==> src/rtl/evt_tmr_pkg.sv <==
package evt_tmr_pkg;
  localparam int unsigned PSC_SEL_W = 2;
  localparam int unsigned PSC_CNT_W = (1 << PSC_SEL_W) - 1;

  // last prescaler state before an increment: divisor minus one
  function automatic logic [PSC_CNT_W-1:0] psc_last(input logic [PSC_SEL_W-1:0] sel);
    return (PSC_CNT_W'(1) << sel) - PSC_CNT_W'(1);
  endfunction

  // true when the count is about to wrap to zero
  function automatic logic at_top(input logic [31:0] v, input int unsigned w);
    logic r;
    r = 1'b1;
    for (int i = 0; i < 32; i++)
      if (i < int'(w)) r = r & v[i];
    return r;
  endfunction
endpackage

==> src/rtl/tmr_edge_gate.sv <==
module tmr_edge_gate (
  input  logic clk,
  input  logic rst_n,
  input  logic inc_lvl,
  input  logic wr_any,
  output logic inc_rise,
  output logic inc_fire,
  output logic sup_q
);
  logic inc_q;

  assign inc_rise = inc_lvl & ~inc_q;
  // a write in the same cycle takes the edge
  assign inc_fire = inc_rise & ~sup_q & ~wr_any;

  always_ff @(posedge clk) begin
    if (!rst_n) begin
      inc_q <= 1'b0;
      sup_q <= 1'b0;
    end else begin
      inc_q <= inc_lvl;
      if (wr_any)        sup_q <= ~inc_lvl;
      else if (inc_rise) sup_q <= 1'b0;
    end
  end
endmodule

==> src/rtl/tmr_prescaler.sv <==
module tmr_prescaler
  import evt_tmr_pkg::*;
(
  input  logic                 clk,
  input  logic                 rst_n,
  input  logic                 ev,
  input  logic                 clr,
  input  logic [PSC_SEL_W-1:0] sel,
  output logic                 tick
);
  logic [PSC_CNT_W-1:0] cnt_q;
  logic                 wrap;

  assign wrap = (cnt_q >= psc_last(sel));
  assign tick = ev & ~clr & wrap;

  always_ff @(posedge clk) begin
    if (!rst_n)    cnt_q <= '0;
    else if (clr)  cnt_q <= '0;
    else if (ev)   cnt_q <= wrap ? '0 : cnt_q + PSC_CNT_W'(1);
  end
endmodule

==> src/rtl/tmr_count16.sv <==
module tmr_count16 #(
  parameter int unsigned BYTE_W = 8,
  parameter int unsigned NBYTES = 2,
  localparam int unsigned CW    = BYTE_W * NBYTES
) (
  input  logic              clk,
  input  logic              rst_n,
  input  logic              tick,
  input  logic              cmp_reset,
  input  logic [NBYTES-1:0] wr_sel,
  input  logic [BYTE_W-1:0] wr_data,
  input  logic              ovf_clr,
  output logic [CW-1:0]     cnt_q,
  output logic              ovf_q,
  output logic              ovf_set
);
  logic [CW-1:0] wr_val;
  logic [CW-1:0] cnt_nxt;

  // each strobed byte takes the data; the others keep their value
  for (genvar g = 0; g < NBYTES; g++) begin : g_byte
    assign wr_val[g*BYTE_W +: BYTE_W] = wr_sel[g] ? wr_data : cnt_q[g*BYTE_W +: BYTE_W];
  end

  assign ovf_set = tick & ~cmp_reset & ~(|wr_sel) & evt_tmr_pkg::at_top(32'(cnt_q), CW);

  always_comb begin
    cnt_nxt = cnt_q;
    if (cmp_reset)    cnt_nxt = '0;
    else if (|wr_sel) cnt_nxt = wr_val;
    else if (tick)    cnt_nxt = cnt_q + CW'(1);
  end

  always_ff @(posedge clk) begin
    if (!rst_n) begin
      cnt_q <= '0;
      ovf_q <= 1'b0;
    end else begin
      cnt_q <= cnt_nxt;
      if (ovf_set)      ovf_q <= 1'b1;
      else if (ovf_clr) ovf_q <= 1'b0;
    end
  end
endmodule

==> src/rtl/evt_timer16.sv <==
module evt_timer16
  import evt_tmr_pkg::*;
#(
  parameter int unsigned BYTE_W = 8
) (
  input  logic                 clk,
  input  logic                 rst_n,
  input  logic                 inc_clk_in,
  input  logic                 enable,
  input  logic [PSC_SEL_W-1:0] psc_sel,
  input  logic                 wr_hi,
  input  logic                 wr_lo,
  input  logic [BYTE_W-1:0]    wr_data,
  input  logic                 cmp_reset,
  input  logic                 ovf_clr,
  output logic [BYTE_W-1:0]    rd_hi,
  output logic [BYTE_W-1:0]    rd_lo,
  output logic                 ovf_flag
);
  localparam int unsigned CW = 2 * BYTE_W;

  logic          wr_any;
  logic          inc_rise;
  logic          inc_fire;
  logic          sup_q;
  logic          ev_en;
  logic          psc_tick;
  logic          ovf_set;
  logic [CW-1:0] cnt_q;

  assign wr_any = wr_hi | wr_lo;
  assign ev_en  = inc_fire & enable;

  tmr_edge_gate u_gate (
    .clk(clk), .rst_n(rst_n), .inc_lvl(inc_clk_in), .wr_any(wr_any),
    .inc_rise(inc_rise), .inc_fire(inc_fire), .sup_q(sup_q)
  );

  tmr_prescaler u_psc (
    .clk(clk), .rst_n(rst_n), .ev(ev_en), .clr(wr_any | cmp_reset),
    .sel(psc_sel), .tick(psc_tick)
  );

  tmr_count16 #(.BYTE_W(BYTE_W), .NBYTES(2)) u_cnt (
    .clk(clk), .rst_n(rst_n), .tick(psc_tick), .cmp_reset(cmp_reset),
    .wr_sel({wr_hi, wr_lo}), .wr_data(wr_data), .ovf_clr(ovf_clr),
    .cnt_q(cnt_q), .ovf_q(ovf_flag), .ovf_set(ovf_set)
  );

  assign rd_hi = cnt_q[CW-1:BYTE_W];
  assign rd_lo = cnt_q[BYTE_W-1:0];
endmodule

==> config.mk <==
export PLATFORM = sky130hd
export DESIGN_NAME = evt_timer16
export DESIGN_NICKNAME = d
export VERILOG_FILES = /design/src/rtl/evt_tmr_pkg.sv /design/src/rtl/tmr_edge_gate.sv /design/src/rtl/tmr_prescaler.sv /design/src/rtl/tmr_count16.sv /design/src/rtl/evt_timer16.sv
export SDC_FILE = /design/constraint.sdc
export NUM_CORES = 1
export LEC_CHECK = 0
export ABC_AREA = 1
export BUFFER_PORTS_ARGS = -buffer_cell sky130_fd_sc_hd__buf_2
export CORE_ASPECT_RATIO = 1.5
export CORE_UTILIZATION = 47
export CTS_CLUSTER_SIZE = 12
export DETAILED_ROUTE_END_ITERATION = 7
export PLACE_DENSITY_LB_ADDON = 0.2
export SYNTH_ARGS = -nofsm -noshare
export SYNTH_HDL_FRONTEND = slang
export SYNTH_SLANG_ARGS = --single-unit
==> constraint.sdc <==
create_clock -name clk -period 1.65 [get_ports clk]
set_input_delay 0.2475 -clock clk [delete_from_list [all_inputs] [get_ports clk]]
set_output_delay 0.2475 -clock clk [all_outputs]
set_load 0.02 [all_outputs]
==> results of run 1 <==
==> synthesized netlist by cell type <==
library cell | n | area [um2]
a21oi_1 | 10 | 50.1
buf_1 | 1 | 3.75
buf_2 | 2 | 10.0
buf_6 | 1 | 11.3
dfxtp_1 | 22 | 440
ha_1 | 6 | 75.1
inv_1 | 32 | 120
nand2_1 | 67 | 251
nand2_4 | 3 | 33.8
nand3_1 | 20 | 100
nand3_4 | 1 | 17.5
nand3b_1 | 1 | 7.51
nand4_1 | 4 | 25.0
nor2_1 | 56 | 210
nor2_4 | 1 | 11.3
nor2_8 | 1 | 20.0
nor3_1 | 1 | 5.00
nor3b_1 | 1 | 7.51
o21ai_0 | 11 | 55.1
o21ai_1 | 3 | 15.0
o21bai_1 | 6 | 45.0
or2_2 | 1 | 6.26
xor2_1 | 1 | 8.76
==> through the flow <==
stage | TNS, ps | hold slack (ps) | util [%]
2_1_floorplan | 0 | 335 | -
5_1_grt | 0 | 190 | 60.0
3_5_place_dp | -1940 | 458 | 56.4
6_report | 0 | 171 | 60.0
4_1_cts | 0 | 173 | 57.7
3_3_place_gp | -1510 | 455 | 56.4
==> power groups by stage <==
| stage | clock, mW | sequential [mW] | combinational (mW) |
|---|---|---|---|
| 2_1_floorplan | 0 | 0.603 | 0.118 |
| 3_3_place_gp | 0 | 0.589 | 0.202 |
| 3_5_place_dp | 0 | 0.589 | 0.205 |
| 4_1_cts | 0.349 | 0.576 | 0.205 |
| 5_1_grt | 0.375 | 0.580 | 0.239 |
| 6_report | 0.344 | 0.576 | 0.214 |
==> layout make-up <==
cell class / instances / area (um2) / share of cell area, %
multi-input combinational: 195 / 988 / 52.7
clock buffer: 3 / 41.3 / 2.20
timing repair buffer: 42 / 230 / 12.3
inverter: 32 / 124 / 6.60
tap: 40 / 50.0 / 2.67
sequential: 22 / 442 / 23.5
==> per-layer routing <==
layer	up-vias	part of all wire [%]	global-route usage [%]
li1	877	-	-
met1	729	41	24.2
met2	47	52	45.5
met3	10	3.6	2.76
met4	0	3.1	10.8
met5	-	0	0
==> cells by family after synthesis <==
| logic type | count (synthesis) | share of synthesized area [%] |
|---|---|---|
| AOI/OAI and AO/OA | 30 | 10.8 |
| xor gates and xnor gates | 1 | 0.572 |
| adders and majority gates | 6 | 4.91 |
| buffers and inverters | 36 | 9.48 |
| DFF | 22 | 28.8 |
| and+or+nand+nor | 157 | 45.5 |
==> sequential cells by signal, indices dropped and copies added (netlist names) <==
name          count
u_cnt.cnt_q      16
u_cnt.ovf_q       1
u_gate.inc_q      1
u_gate.sup_q      1
u_psc.cnt_q       3
==> critical path: cells and delay by family, from the launching register on <==
| family | cells | cell delay (ps) |
|---|---|---|
| fa+ha+maj | 1 | 230 |
| compound gates | 2 | 290 |
| buf+inv | 1 | 150 |
| flops | 1 | 390 |
| simple gates | 4 | 380 |
==> repair_timing <==
| item | 4_1_cts | 5_1_grt |
|---|---|---|
| endpoints found under the setup margin | 0 | 13 |
| buffers inserted | 0 | 3 |
| hold endpoints to repair | 0 | 0 |
| gates resized for setup | 0 | 7 |
==> cells in the final DEF, fill, tap and decap left out, types with 3 or more instances in the layout <==
cell type  count
nand3_1       19
nand4_1        4
nand2_4        3
inv_1         31
clkbuf_8       3
o21ai_1        3
dfxtp_1       21
o21bai_1       6
a21oi_1        9
nand2_1       67
o21ai_0       11
nor2_1        55
buf_4          8
buf_2         34
ha_1           5
==> worst paths after layout <==
path	start	to	cells past startpoint
max	u_psc.cnt_q[2]$_SDFFE_PP0P_	u_cnt.cnt_q[1]$_SDFFE_PP0P_	8
min	inc_clk_in	u_gate.sup_q$_SDFFE_PN0P_	2
max reg2reg	u_psc.cnt_q[2]$_SDFFE_PP0P_	u_cnt.cnt_q[1]$_SDFFE_PP0P_	8
min reg2reg	u_cnt.ovf_q$_SDFFE_PN0P_	u_cnt.ovf_q$_SDFFE_PN0P_	2
==> results.sh, run 1 <==
export IMPL_status="finished clean"
export IMPL_yosysUniqueCellTypes=23
export IMPL_antenna_cells=0
export IMPL_cts_sinks=22
export IMPL_synth_cells=252
export IMPL_clock_latency_ps=270
export IMPL_synthesis_nets=276
export IMPL_swShare_pct=29.9
export IMPL_cts_buffer_depth=2
export IMPL_syn_avg_cell_area_um2=6.07
export IMPL_clkPwrFrac_pct=30.3
export IMPL_path_clk_slew_ps=80
export IMPL_slowest_stage="dfxtp_1"
export IMPL_dr_total_vias=1663
export IMPL_dpl_worst_slack_ps=-161
export IMPL_initial_core_util_pct=48.9
export IMPL_combPwrFrac_pct=18.9
export IMPL_maxSlewViolCount=0
export IMPL_finalInstanceArea_mm2=0.00188
export IMPL_total_power_mw=1.13
export IMPL_htreeDepth=1
export IMPL_cp_slowest_stage_delay_ps=390
export IMPL_dpl_hpwl_mm=2.93
export IMPL_max_slew_margin_pct=72.2
export IMPL_ys_ff_latch=22
export IMPL_fin_crit_sh_pct=94.2
export IMPL_rsz0062_at_grt="no"
export IMPL_dieHeight_um=71.9
export IMPL_grt_pass1_wl_mm=6.33
export IMPL_cp_required_ps=1810
export IMPL_routabilityCongestion=0.838
export IMPL_ant_nets=0
export IMPL_hold_buffers=0
export IMPL_leakage_nw=0.960
export IMPL_dieArea_mm2=0.00349
export IMPL_drtIter0Drc=45
export IMPL_setup_viol=0
export IMPL_via_per_inst=4.98
export IMPL_path_class="flip-flop to flip-flop"
export IMPL_ir_worst_vdd_uv=399
export IMPL_rows=25
export IMPL_grt_ovfl_total=0
export IMPL_path_cells="ha_4 -> a21oi_2 -> nand3_2 -> nand3_4 -> buf_4 -> nand2_4 -> o21ai_0 -> nor2_1"
export IMPL_num_io_pins=35
export IMPL_layout_setup_ws_ps=96.0
export IMPL_crit_path_max_fanout=4
export IMPL_rrSetupSlack_ps=100
export IMPL_nets=320
export IMPL_fp_dieW_um=48.6
export IMPL_place_inst=327
export IMPL_setup_worst_path_end_class="flip-flop"
export IMPL_grt_max_degree=14
export IMPL_syn2layout_area_growth_pct=22.6
export IMPL_port_buffers=34
export IMPL_seqPwrFrac_pct=50.8
export IMPL_synth_area_mm2=0.00153
export IMPL_placed_cell_area_mm2=0.00176
export IMPL_cts_made_buffers=3
export IMPL_clockRootBuffer="clkbuf_8"
export IMPL_avgRoutedWirePerCell_um=11.7
export IMPL_firstDrtPassIters=5
export IMPL_switching_power_mw=0.339
export IMPL_finClkSkew_ps=4.67
export IMPL_post_route_min_period_ps=1550
export IMPL_p_per_area_mw_per_mm2=605
export IMPL_routed_wl_mm=3.91
export IMPL_cts_tree="yes"
export IMPL_max_cap_viol_count=0
export IMPL_timing_fmax_mhz=643
export IMPL_drc=0
export IMPL_synth_seq_area_share_pct=28.8
export IMPL_grtUsageTotal_pct=23.2
export IMPL_instances_no_fill=334
export IMPL_start_kind="flip-flop"
export IMPL_finalHoldViolCount=0
export IMPL_tightest_slew_ps=416
export IMPL_grt_pass1_vias=1523
export IMPL_core_area_mm2=0.00313
export IMPL_layout_drive_gt1_share_pct=20.1
export IMPL_power_internal_mw=0.795
export IMPL_critical_path_arrival_ps=1720
export IMPL_grt_antenna_before_repair=0
export IMPL_fill_cells=321
export IMPL_yosys_warnings=0
export IMPL_hp_class="input port to flip-flop"
Note: power is estimated with default switching activity, not from simulation.
==> run 2: changes to the inputs <==
==> constraint.sdc (replaced) <==
create_clock -name clk -period 1.4 [get_ports clk]
set_input_delay 0.21 -clock clk [delete_from_list [all_inputs] [get_ports clk]]
set_output_delay 0.21 -clock clk [all_outputs]
set_load 0.02 [all_outputs]
==> run 2 against run 1 <==
  * The run now ends with negative setup slack left
  * First-iteration DRC count increased by 11%
  * Routed wire length increased by 0.41%
  * Clock power increased by 36%
  * Cell area increased by 8.9%
  * Register-to-register slack got worse by 110 ps
  * Sequential power increased by 17%
  * Setup slack got worse by 110 ps
==> results.sh, run 2 (synthesis results as in run 1) <==
export IMPL_instances_no_fill=341
export IMPL_fin_setup_tns_ps=-13.6
export IMPL_swShare_pct=29.1
export IMPL_critical_path_arrival_ps=1580
export IMPL_cts_sinks=22
export IMPL_routed_wl_mm=3.92
export IMPL_power_internal_mw=1.01
export IMPL_setup_worst_path_end_class="flip-flop"
export IMPL_num_io_pins=35
export IMPL_cp_required_ps=1570
export IMPL_initial_core_util_pct=48.9
export IMPL_grt_ovfl_total=0
export IMPL_port_buffers=34
export IMPL_grt_pass1_vias=1561
export IMPL_grt_max_degree=14
export IMPL_core_area_mm2=0.00313
export IMPL_tightest_slew_ps=431
export IMPL_cts_tree="yes"
export IMPL_layout_commonest_cell="nand2_1"
export IMPL_status="finished with violations"
export IMPL_largest_register_ffs=16
export IMPL_gr_usage_met3_pct=2.55
export IMPL_holdPathEnd="u_gate.sup_q$_SDFFE_PN0P_"
export IMPL_setup_viol=1
export IMPL_finalInstanceArea_mm2=0.00204
export IMPL_path_class="flip-flop to flip-flop"
export IMPL_ant_nets=0
export IMPL_holdPathStages=2
export IMPL_post_route_min_period_ps=1410
export IMPL_hp_class="input port to flip-flop"
export IMPL_drc=0
export IMPL_finalHoldViolCount=0
export IMPL_total_power_mw=1.43
export IMPL_met2_usage_pct=45.7
export IMPL_rrSetupSlack_ps=-10
export IMPL_r2r_start="u_psc.cnt_q[2]$_SDFFE_PP0P_"
export IMPL_layout_setup_ws_ps=-13.6
export IMPL_cts_buffer_depth=2
export IMPL_ir_worst_vdd_uv=738
export IMPL_dr_total_vias=1704
export IMPL_max_slew_margin_pct=71.2
export IMPL_leakage_nw=1.01
export IMPL_p_per_area_mw_per_mm2=699
export IMPL_start_kind="flip-flop"
export IMPL_syn2layout_area_growth_pct=33.5
export IMPL_dpl_worst_slack_ps=-235
export IMPL_grt_pass1_wl_mm=6.45
export IMPL_clkPwrFrac_pct=32.7
export IMPL_dieArea_mm2=0.00349
export IMPL_via_per_inst=5.00
export IMPL_layout_drive_gt1_share_pct=30.6
export IMPL_dieHeight_um=71.9
export IMPL_maxSlewViolCount=0
export IMPL_reg2reg_depth=8
export IMPL_regMostFlops="u_cnt.cnt_q"
export IMPL_timing_fmax_mhz=707
export IMPL_place_inst=336
export IMPL_firstDrtPassIters=4
export IMPL_r2r_end="u_cnt.cnt_q[10]$_SDFFE_PP0P_"
export IMPL_layout_common_cells="nand2_1 (66), nor2_1 (45), buf_2 (34)"
export IMPL_fp_dieW_um=48.6
export IMPL_path_clk_slew_ps=80
export IMPL_combPwrFrac_pct=20.1
export IMPL_nets=326
export IMPL_reg_top3="u_cnt.cnt_q x16, u_psc.cnt_q x3"
export IMPL_busiest_layer="met2"
export IMPL_htreeDepth=1
export IMPL_met1_usage_pct=25.0
export IMPL_grt_antenna_before_repair=0
export IMPL_finClkSkew_ps=3.77
export IMPL_cts_made_buffers=3
export IMPL_fin_crit_sh_pct=101
export IMPL_drtIter0Drc=50
export IMPL_crit_path_max_fanout=12
export IMPL_clock_latency_ps=270
export IMPL_rsz0062_at_grt="yes"
export IMPL_clockRootBuffer="clkbuf_8"
export IMPL_hp_start="inc_clk_in"
export IMPL_routabilityCongestion=0.915
export IMPL_seqPwrFrac_pct=47.3
export IMPL_avgRoutedWirePerCell_um=11.5
export IMPL_grtUsageTotal_pct=23.8
export IMPL_dpl_hpwl_mm=3.08
export IMPL_violations="negative setup slack"
export IMPL_placed_cell_area_mm2=0.00188
export IMPL_switching_power_mw=0.416
export IMPL_max_cap_viol_count=0
export IMPL_antenna_cells=0
export IMPL_rows=25
run 2: critical path, cell delays in order, from the launching register on:
cell	delay, ps
dfxtp_2	340
ha_4	290
nand3_2	80
nand3_2	100
nand3_4	140
nand2_8	140
inv_2	60
nor2_1	110
nor2_1	60
run 2: how the worst max path moves through the flow:
stage	startpoint	end	slack [ps]	depth (start not counted)
floorplan	psc_sel[1]	u_cnt.cnt_q[12]$_SDFFE_PP0P_	-50	10
CTS	u_psc.cnt_q[2]$_SDFFE_PP0P_	u_cnt.cnt_q[1]$_SDFFE_PP0P_	-6	8
global route	u_cnt.cnt_q[0]$_SDFFE_PP0P_	u_cnt.cnt_q[10]$_SDFFE_PP0P_	-90	8
finish	u_psc.cnt_q[2]$_SDFFE_PP0P_	u_cnt.cnt_q[10]$_SDFFE_PP0P_	-10	8
detailed placement	psc_sel[1]	u_cnt.cnt_q[10]$_SDFFE_PP0P_	-230	10
global placement	psc_sel[1]	u_cnt.cnt_q[9]$_SDFFE_PP0P_	-200	10
run 2: timing repair:
| action | CTS | global route |
|---|---|---|
| hold buffers | 0 | 0 |
| pin swaps | 6 | 5 |
| endpoints found under the setup margin | 16 | 17 |
| buffers inserted | 0 | 1 |
| gates resized for setup | 12 | 25 |
run 2: routing by layer:
metal	up-vias	routed length, um
met5	-	0
met4	0	115
met3	9	199
met2	54	2040
met1	751	1560
li1	890	-
run 2: power groups by stage:
stage | clock, mW | sequential (mW) | combinational [mW]
final | 0.467 | 0.675 | 0.286
after global routing | 0.503 | 0.679 | 0.318
after CTS | 0.476 | 0.675 | 0.275
after detailed placement | 0 | 0.690 | 0.266
after global placement | 0 | 0.689 | 0.262
after floorplan | 0 | 0.711 | 0.146
run 2: area by class of cell:
cell class                      count  area [um2]
Clock buffer                        4        55.1
Multi-Input combinational cell    194        1080
Sequential cell                    22         449
Fill cell                         315        1080
Tap cell                           40        50.0
Timing Repair Buffer               49         287
Inverter                           32         125
run 2: stage by stage:
stage,hold WS (ps),utilization [%]
floorplan,297,-
global placement,417,60.1
detailed placement,415,60.1
CTS,122,63.2
global route,143,65.3
finish,129,65.3
